File: config.mk
export PLATFORM = sky130hd
export DESIGN_NAME = pla_core
export DESIGN_NICKNAME = d
export VERILOG_FILES = /design/src/rtl/pla_pkg.sv /design/src/rtl/pla_ctrl.sv /design/src/rtl/pla_datapath.sv /design/src/rtl/pla_core.sv
export SDC_FILE = /design/constraint.sdc
export NUM_CORES = 1
export LEC_CHECK = 0
export ABC_AREA = 1
export BUFFER_PORTS_ARGS = -buffer_cell sky130_fd_sc_hd__buf_2
export CORE_MARGIN = 1.5
export CORE_UTILIZATION = 52
export CTS_BUF_LIST = sky130_fd_sc_hd__clkbuf_2
export DETAILED_ROUTE_END_ITERATION = 8
export GPL_TIMING_DRIVEN = 0
export PLACE_DENSITY_LB_ADDON = 0.2
export RECOVER_POWER = 25
export SLEW_MARGIN = 20
export SYNTH_ARGS = -nofsm -noshare
export SYNTH_HDL_FRONTEND = slang
export SYNTH_SLANG_ARGS = --single-unit
export TNS_END_PERCENT = 1
File: constraint.sdc
create_clock -name clk -period 2.9 [get_ports clk]
set_input_delay 0.145 -clock clk [delete_from_list [all_inputs] [get_ports clk]]
set_output_delay 0.145 -clock clk [all_outputs]
set_load 0.005 [all_outputs]
File: src/rtl/pla_pkg.sv
package pla_pkg;
  // strobes passed from the control to the datapath
  typedef struct packed {
    logic shiftEn;
    logic loadEn;
  } cfgStrobe_t;
endpackage

File: src/rtl/pla_ctrl.sv
module pla_ctrl
  import pla_pkg::*;
(
  input  logic       clk,
  input  logic       rstN,
  input  logic       cfgEn,
  input  logic       cfgLoad,
  output cfgStrobe_t strobe
);
  logic loadPrev;

  always_ff @(posedge clk or negedge rstN) begin
    if (!rstN) loadPrev <= 1'b0;
    else       loadPrev <= cfgLoad;
  end

  always_comb begin
    strobe.shiftEn = cfgEn;
    strobe.loadEn  = cfgLoad & ~loadPrev;
  end

  // a held commit strobe must not produce two commits in a row
  assert_single_commit_R7: assert property (@(posedge clk) disable iff (!rstN)
    strobe.loadEn |=> !strobe.loadEn);
endmodule

File: src/rtl/pla_datapath.sv
module pla_datapath
  import pla_pkg::*;
#(
  parameter int N_IN   = 3,
  parameter int N_PROD = 4,
  parameter int N_OUT  = 2
) (
  input  logic              clk,
  input  logic              rstN,
  input  cfgStrobe_t        strobe,
  input  logic              cfgBit,
  input  logic [N_IN-1:0]   dataIn,
  output logic [N_OUT-1:0]  dataOut
);
  localparam int AND_W   = 2 * N_IN * N_PROD;
  localparam int OR_BASE = AND_W;
  localparam int OR_W    = N_PROD * N_OUT;
  localparam int POL_BASE = OR_BASE + OR_W;
  localparam int CFG_W   = POL_BASE + 2 * N_OUT;

  logic [CFG_W-1:0] shadow;
  logic [CFG_W-1:0] active;

  always_ff @(posedge clk or negedge rstN) begin
    if (!rstN) shadow <= '0;
    else if (strobe.shiftEn) shadow <= {shadow[CFG_W-2:0], cfgBit};
  end

  always_ff @(posedge clk or negedge rstN) begin
    if (!rstN) active <= '0;
    else if (strobe.loadEn) active <= shadow;
  end

  // AND plane
  logic [N_PROD-1:0][N_IN-1:0] litOk;
  logic [N_PROD-1:0]           prodTerm;

  for (genvar p = 0; p < N_PROD; p++) begin : g_prod
    for (genvar i = 0; i < N_IN; i++) begin : g_lit
      logic useTrue, useComp;
      assign useTrue = active[p*2*N_IN + 2*i];
      assign useComp = active[p*2*N_IN + 2*i + 1];
      assign litOk[p][i] = (~useTrue | dataIn[i]) & (~useComp | ~dataIn[i]);
    end
    assign prodTerm[p] = &litOk[p];
  end

  // OR plane and polarity stage
  logic [N_OUT-1:0] orSum;
  logic [N_OUT-1:0] invert;

  for (genvar o = 0; o < N_OUT; o++) begin : g_out
    logic tieHi, tieLo;
    assign orSum[o]   = |(prodTerm & active[OR_BASE + o*N_PROD +: N_PROD]);
    assign tieHi      = active[POL_BASE + 2*o + 1];
    assign tieLo      = active[POL_BASE + 2*o];
    assign invert[o]  = tieHi & ~tieLo;
    assign dataOut[o] = orSum[o] ^ invert[o];
  end

  // staging register moves only when shifting
  assert_shadow_hold_R5: assert property (@(posedge clk) disable iff (!rstN)
    !strobe.shiftEn |=> $stable(shadow));

  // live configuration moves only on a commit
  assert_active_hold_R6: assert property (@(posedge clk) disable iff (!rstN)
    !strobe.loadEn |=> $stable(active));

  always_comb begin
    // contradictory literals kill the product
    for (int p = 0; p < N_PROD; p++) begin
      for (int i = 0; i < N_IN; i++) begin
        if (active[p*2*N_IN + 2*i] && active[p*2*N_IN + 2*i + 1])
          assert_contradict_R2: assert (!prodTerm[p])
            else $error("product %0d live with contradictory literals", p);
      end
    end
    // an output with nothing selected and no inversion is low
    for (int o = 0; o < N_OUT; o++) begin
      if (active[OR_BASE + o*N_PROD +: N_PROD] == '0 && !invert[o])
        assert_empty_or_R3: assert (!dataOut[o])
          else $error("output %0d high with empty OR", o);
    end
    // cleared configuration drives every output low
    if (active == '0)
      assert_zero_cfg_R8: assert (dataOut == '0)
        else $error("outputs active with cleared configuration");
  end
endmodule

File: src/rtl/pla_core.sv
module pla_core
  import pla_pkg::*;
#(
  parameter int N_IN   = 3,
  parameter int N_PROD = 4,
  parameter int N_OUT  = 2
) (
  input  logic             clk,
  input  logic             rstN,
  input  logic             cfgEn,
  input  logic             cfgBit,
  input  logic             cfgLoad,
  input  logic [N_IN-1:0]  dataIn,
  output logic [N_OUT-1:0] dataOut
);
  cfgStrobe_t strobe;

  pla_ctrl u_ctrl (
    .clk     (clk),
    .rstN    (rstN),
    .cfgEn   (cfgEn),
    .cfgLoad (cfgLoad),
    .strobe  (strobe)
  );

  pla_datapath #(
    .N_IN   (N_IN),
    .N_PROD (N_PROD),
    .N_OUT  (N_OUT)
  ) u_dp (
    .clk     (clk),
    .rstN    (rstN),
    .strobe  (strobe),
    .cfgBit  (cfgBit),
    .dataIn  (dataIn),
    .dataOut (dataOut)
  );
endmodule

Word-level counts from Yosys, hierarchy flattened
Cells that the tools add are included.

Bits in registers: 73. Bits of input ports: 8. Output and inout port bits: 2. Logic and storage cells: 82.

Bitwise operators: 73. Reduce and logical (&&, ||, !) cells: 6.

Operators by type and width (number): $not A1 Y1 (30); $or A1 B1 Y1 (24); $and A1 B1 Y1 (15); $reduce_and A3 Y1 (4); $and A4 B4 Y4 (2); $reduce_or A4 Y1 (2); $xor A1 B1 Y1 (2).

Depth between registers and ports, before layout
Gate-level depths: netlist of the first run.

Depth in word-level cells: 7. Gate-level depth with buffers: 9. Depth with buffers taken out: 9.

Cells and area by module
A second synthesis of the first run with hierarchy kept.

Cells, all modules: 309. Area total of the unflattened synthesis: 2946.6 sq um.

By module, submodules not included: pla_datapath (times used 1, cells each 305, area an instance 2904.0 sq um, sequential area each 1801.7 sq um); pla_ctrl (times used 1, cells each 4, area an instance 42.5 sq um, sequential area each 25.0 sq um).

Worst setup path before layout of the first run
OpenSTA, ideal clock, no wires.

Path type: register to output. Start: register u_dp.active[23]. End: output port dataOut[0]. Arrival: 0.874 ns. Required time: 2.755 ns. Slack: 1.881 ns. Cell stages (with the launch flop): 9. Path buffers: 0. Cell sequence: dfrtp_1 nand2_1 inv_1 a21oi_1 nand3_1 nand2_1 nor2_1 nand2_1 nand2_1.

Longest elaborated chain between the ends: 7.

RTL lines: start: declaration (RTL line pla_datapath.sv:22) `logic [CFG_W-1:0] active;`; start signal: assignment (RTL line pla_datapath.sv:31) `else if (strobe.loadEn) active <= shadow;`; $not A1 Y1 (RTL line pla_datapath.sv:43) `assign litOk[p][i] = (~useTrue | dataIn[i]) & (~useComp | ~dataIn[i]);`; $or A1 B1 Y1 (RTL line pla_datapath.sv:43); $and A1 B1 Y1 (RTL line pla_datapath.sv:43); $reduce_and A3 Y1 (RTL line pla_datapath.sv:45) `assign prodTerm[p] = &litOk[p];`; $and A4 B4 Y4 (RTL line pla_datapath.sv:54) `assign orSum[o] = |(prodTerm & active[OR_BASE + o*N_PROD +: N_PROD]);`; $reduce_or A4 Y1 (RTL line pla_datapath.sv:54); $xor A1 B1 Y1 (RTL line pla_datapath.sv:58) `assign dataOut[o] = orSum[o] ^ invert[o];`; end: declaration (RTL line pla_core.sv:14) `output logic [N_OUT-1:0] dataOut`.

No other way between the ends.

Worst setup path in the final report of the first run
Start: register u_dp.active[11]. End: output port dataOut[1].

Same word-level chain as after synthesis.

==> results of run 1 <==
cell families (layout without fill, tap and decap cells):
group,after synthesis,in the layout,synth area share
simple gates,127,127,0.169
compound gates,77,77,0.133
buf+inv,60,87,0.0792
flops,73,73,0.618
cells in the final DEF, fill, tap and decap left out, drive strengths merged:
master and instances:
dlygate4sd3 5, nand3 8, dfrtp 73, nor2 8, a21boi 2, o21ai 74, nand2 110, clkbuf 19
buf 15, and2 1, a21oi 1, inv 45, clkinv 3
power by group:
group / switching, mW / internal, mW / total, mW
registers: 0.0886 / 1.18 / 1.27
clock network: 0.317 / 0.0949 / 0.412
logic: 0.222 / 0.134 / 0.357
repair_timing:
item,CTS,global route
hold buffers,5,0
endpoints found under the hold margin,76,0
endpoints found under the setup margin,0,0
buffers inserted,0,0
state kept, by name, summed over array words and instances (netlist names):
name	flops
u_dp.active	36
u_dp.shadow	36
u_ctrl.loadPrev	1
metrics by stage:
step           area, um2  total power, mW  instances  worst slack, ns  hold WS [ns]
2_1_floorplan       2950             1.51        337             1.88        -0.151
3_3_place_gp        3080             1.62        417             1.29         0.267
4_1_cts             3230             2.05        436             1.01        0.0483
6_report            3220             2.04        436             1.07         0.329
3_5_place_dp        3110             1.65        418             1.60        0.0652
5_1_grt             3220             2.18        436            0.887         0.282
routing by layer:
layer  track usage  up-vias
li1              -     1097
met5             0        -
met2         0.338       29
met3        0.0581        9
met1         0.296     1006
met4         0.100        0
final cells by class:
cell class	instances	share of cell area
Multi-Input combinational cell	204	0.277
Clock buffer	10	0.0155
Sequential cell	73	0.567
Buffer	15	0.0202
Timing Repair Buffer	14	0.0361
Clock inverter	3	0.00350
Tap cell	72	0.0280
Inverter	45	0.0524
how the worst min path moves through the flow:
stage	to	slack, ns	cells past startpoint
after floorplan	u_ctrl.loadPrev	-0.15	0
after global placement	u_ctrl.loadPrev	0.27	1
after detailed placement	u_dp.shadow[7]	0.07	1
after CTS	u_dp.active[11]	0.05	2
after global routing	u_ctrl.loadPrev	0.28	2
final	u_ctrl.loadPrev	0.33	2
==> impl_metrics.tcl, run 1 <==
set metrics [dict create \
    outcome "completed" \
    fin_nets 370 \
    syn-instance-count 337 \
    synthArstFlopShare 1.00 \
    syn-num-nets 345 \
    reg2reg_depth 4 \
    htreeDepth 3 \
    nFillCells 492 \
    via_count 2141 \
    finalSetupViolations 0 \
    finalCritPeriodShare 0.632 \
    die_y_um 78.4 \
    wl_per_cell_um 13.4 \
    drt_wl_total_mm 5.82 \
    grt_overflow 0 \
    fmax_ghz 0.545 \
    yosysMostFrequentCell "nand2_1" \
    relSlewSlack 0.111 \
    die_area_um2 6140 \
    final_util 0.585 \
    rsz0062_at_grt "no" \
    path_max_fanout 2 \
    n_antenna_cell 0 \
    drcViolationCount 0 \
    cpLargestDelayFamily "flip-flops" \
    num_rows 27 \
    clockRootBuffer "clkbuf_2" \
    critPathLaunchType "flip-flop" \
    slowest_delay_ns 0.42 \
    gr-usage-all-layers 0.221 \
    wl_met1_mm 2.79 \
    synth_area_leaders "dfrtp_1 (62%), nand2_1 (14%), o21ai_0 (12%)" \
    endpoint "dataOut[1]" \
    multiInputGateArea_um2 893 \
    required_ns 2.76 \
    power.density_nw_per_um2 633 \
    r2r-end "u_dp.active[4]" \
    worstHoldPathType "primary input to flip-flop" \
    finalSetupTns_ns 0 \
    viasPerCell 4.91 \
    drive_gt1_frac 0.0907 \
    maxCapViolCount 0 \
    yosysTopAreaCellShare 0.618 \
    critPathKind "flip-flop to primary output" \
    synthTopCellsByCount "nand2_1 (110), dfrtp_1 (73), o21ai_0 (72)" \
    cts_resized 0 \
    fin_crit_ns 1.83 \
    cts_buffer_depth 2 \
    worst_pin_slew_ns 1.33 \
    synth_area_leader_cell "dfrtp_1" \
    antenna_found_initial 0 \
    synth_warnings 0 \
    die_w_um 78.4 \
    hold_viol 0 \
    cp_num_cells 8 \
    regArea_um2 1830 \
    areaGrowthSynthToFinish_pct 9.06 \
    critPathLaunch "u_dp.active[11]" \
    drt_iter0_markers 197 \
    hpwl_mm 4.07 \
    highest_layer "met4" \
    cts_sinks 73 \
    leakagePower_nw 1.57 \
    synth_area_um2 2950 \
    cp-end-kind "primary output" \
    reg2reg_setup_slack_ns 1.64 \
    cts_buffers 9 \
    met3_length_um 201 \
    synthFlopType "dfrtp_1" \
    grt_start_max_net_pins 52 \
    worstReg2RegStart "u_ctrl.loadPrev" \
    dr.pass1.iters 4 \
    grt_pass1_vias 2206 \
    coreArea_um2 5510 \
    portBuffers 8 \
    path_buf_inv 1 \
    routed-wl-met2_mm 2.74 \
    synth_cell_types 15 \
    cp_cell_sequence "nand2_1, a21boi_1, nand3_1, nand2_1, nor2_1, nand2_1, nand2_1, buf_2" \
    cp.arrival_ns 1.69 \
    clock_latency_ns 0.49 \
    synth-edff-count 0 \
    grt_pass1_wl_mm 10.2 \
    clk_pin_slew_worst_paths_ns 0.17 \
    routabilityCongestion 0.762 \
    ys_seq_area_frac 0.618 \
    cts_tree "done" \
    finClkSkew_ns 0.0119 \
    ant_nets 0 \
    vdd_drop_max_mv 0.350 \
    avgSynthCellArea_um2 8.77 \
    ios 10 \
    ys_ff_latch 73 \
    drv_slew 0 \
    initial_core_util 0.536 \
    cp_slowest_cell "dfrtp_1" \
    cp_common_cell "nand2_1" \
    worstHoldStart "cfgLoad" \
]
(Power assumes the default switching activity.)
==> run 2, diff against run 1 <==
==> constraint.sdc (replaced) <==
create_clock -name clk -period 1.55 [get_ports clk]
set_input_delay 0.0775 -clock clk [delete_from_list [all_inputs] [get_ports clk]]
set_output_delay 0.0775 -clock clk [all_outputs]
set_load 0.005 [all_outputs]
==> run 2 against run 1 <==
Against the previous run:
- largest power group unchanged
- hold slack worse by 0.14 ns
- die area unchanged
- core utilization increased by 0.57 points
- the flow now finishes with violations (setup timing)
- setup slack lost 1.2 ns
- register-to-register slack worse by 1.3 ns
- critical path type unchanged
- final cell count rose by 0.92%
- sequential power rose by 87%
- critical path depth increased by 1
==> impl_metrics.tcl, run 2 (synthesized netlist as in run 1, its figures left out) <==
set metrics [dict create \
    drt_iter0_markers 169 \
    relSlewSlack 0.165 \
    reg2reg_depth 4 \
    finalCritPeriodShare 1.11 \
    slowest_delay_ns 0.42 \
    drt_wl_total_mm 5.90 \
    outcome "finished with violations" \
    drv_slew 0 \
    cts_buffer_depth 2 \
    cts_tree "done" \
    violations "setup timing" \
    fin_crit_ns 1.72 \
    rsz0062_at_grt "yes" \
    critPathLaunchType "flip-flop" \
    leakagePower_nw 1.59 \
    maxCapViolCount 0 \
    grt_pass1_vias 2211 \
    fmax_ghz 0.580 \
    finalSetupViolations 2 \
    routed-wl-met2_mm 2.76 \
    htreeDepth 3 \
    die_area_um2 6140 \
    finalSetupTns_ns -0.337 \
    antenna_found_initial 0 \
    cp_common_cell "nand2_1" \
    p_sw_mw 1.19 \
    clk_pin_slew_worst_paths_ns 0.17 \
    grt_overflow 0 \
    final_cell_mix "nand2_1 (108), dfrtp_1 (73), o21ai_0 (72)" \
    initial_core_util 0.536 \
    die_w_um 78.4 \
    reg.largest.list "u_dp.active x36, u_dp.shadow x36, u_ctrl.loadPrev x1" \
    num_rows 27 \
    cp_num_cells 9 \
    routabilityCongestion 0.762 \
    portBuffers 8 \
    cp.arrival_ns 1.65 \
    via_count 2188 \
    clockRootBuffer "clkbuf_2" \
    p_comb_frac 0.182 \
    coreArea_um2 5510 \
    critPathKind "flip-flop to primary output" \
    viasPerCell 4.97 \
    required_ns 1.47 \
    ant_nets 0 \
    ios 10 \
    finClkSkew_ns 0.0131 \
    cp_slowest_cell "dfrtp_1" \
    wl_met1_mm 2.75 \
    met3_length_um 277 \
    layout_setup_ws_ns -0.173 \
    seq_power_share 0.618 \
    grt_pass1_wl_mm 10.4 \
    cp-end-kind "primary output" \
    die_y_um 78.4 \
    worstHoldPathType "primary input to async pin" \
    cpLargestDelayFamily "simple AND/OR/NAND/NOR gates" \
    hpwl_mm 4.07 \
    worst_pin_slew_ns 1.25 \
    hold_viol 0 \
    highest_layer "met4" \
    p_clk_frac 0.200 \
    drive_gt1_frac 0.111 \
    grt_start_max_net_pins 52 \
    n_antenna_cell 0 \
    path_max_fanout 2 \
    areaGrowthSynthToFinish_pct 10.1 \
    fin_nets 374 \
    switching_share 0.309 \
    wl_per_cell_um 13.4 \
    path_buf_inv 1 \
    cts_buffers 9 \
    cp_cell_sequence "nand2_1, nand2_1, nor2_4, nand3_1, nand2_1, nor2_1, nand2_1, nand2_1, buf_2" \
    gr-usage-all-layers 0.223 \
    layout_commonest_cell "nand2_1" \
    reg2reg_setup_slack_ns 0.29 \
    dp_slack_ns 0.297 \
    power.density_nw_per_um2 1180 \
    vdd_drop_max_mv 0.658 \
    cts_sinks 73 \
    dr.pass1.iters 5 \
    internal-power_mw 2.66 \
    clock_latency_ns 0.50 \
    drcViolationCount 0 \
]
[run 2: cell types whose count changed in the layout (fill, tap and decap cells not counted), sizes merged]
| cell | delta |
|---|---|
| buf | +3 |
| clkbuf | +1 |
[run 2: per-stage QoR]
stage           util  hold WS [ns]  power [mW]  cell area, um2  instances
4_1_cts        0.590        0.0806        3.85            3250        437
3_3_place_gp   0.560         0.199        3.03            3080        417
3_5_place_dp   0.566      -0.00233        3.08            3110        418
5_1_grt        0.591         0.215        4.11            3250        440
2_1_floorplan      -        -0.218        2.82            2950        337
6_report       0.591         0.192        3.85            3250        440
[run 2: per-layer routing]
layer	vias to the layer above	global-route usage
li1	1105	-
met1	1030	0.298
met2	40	0.345
met3	13	0.0581
met4	0	0.100
met5	-	0
[run 2: area by class of cell]
cell class | count | area [um2]
fill | 488 | 2250
sequential | 73 | 1830
multi-input combinational | 204 | 920
inverter | 45 | 169
timing repair buffer | 18 | 121
tap | 72 | 90.1
buffer | 15 | 65.1
clock buffer | 10 | 50.0
clock inverter | 3 | 11.3
[run 2: power by group through the flow]
stage                     clock, mW  combinational (mW)  sequential [mW]
after floorplan                   0               0.454             2.37
final                         0.769               0.703             2.38
after global placement            0               0.633             2.40
after global routing          0.862               0.830             2.42
after detailed placement          0               0.667             2.42
after CTS                     0.784               0.689             2.38
[run 2: timing repair]
| item | 4_1_cts | 5_1_grt |
|---|---|---|
| buffers inserted | 0 | 3 |
| pin swaps | 4 | 8 |
| hold endpoints to repair | 76 | 0 |
| hold buffers | 6 | 0 |
| resized for setup | 2 | 4 |
| setup endpoints to repair | 2 | 2 |
[run 2: worst register-to-register path: stages, from the launching register on]
cell and delay, ns:
dfrtp_1 0.36, inv_1 0.03, nand2_1 0.23, clkbuf_1 0.36, o21ai_0 0.16
[run 2: worst paths after layout]
kind / startpoint / end
min reg2reg: u_dp.shadow[28] / u_dp.shadow[29]
max in group asynchronous: rstN / u_dp.shadow[21]
max: u_dp.active[8] / dataOut[0]
min in group clk: cfgLoad / u_ctrl.loadPrev
max reg2reg: u_ctrl.loadPrev / u_dp.active[4]
min: rstN / u_dp.shadow[8]
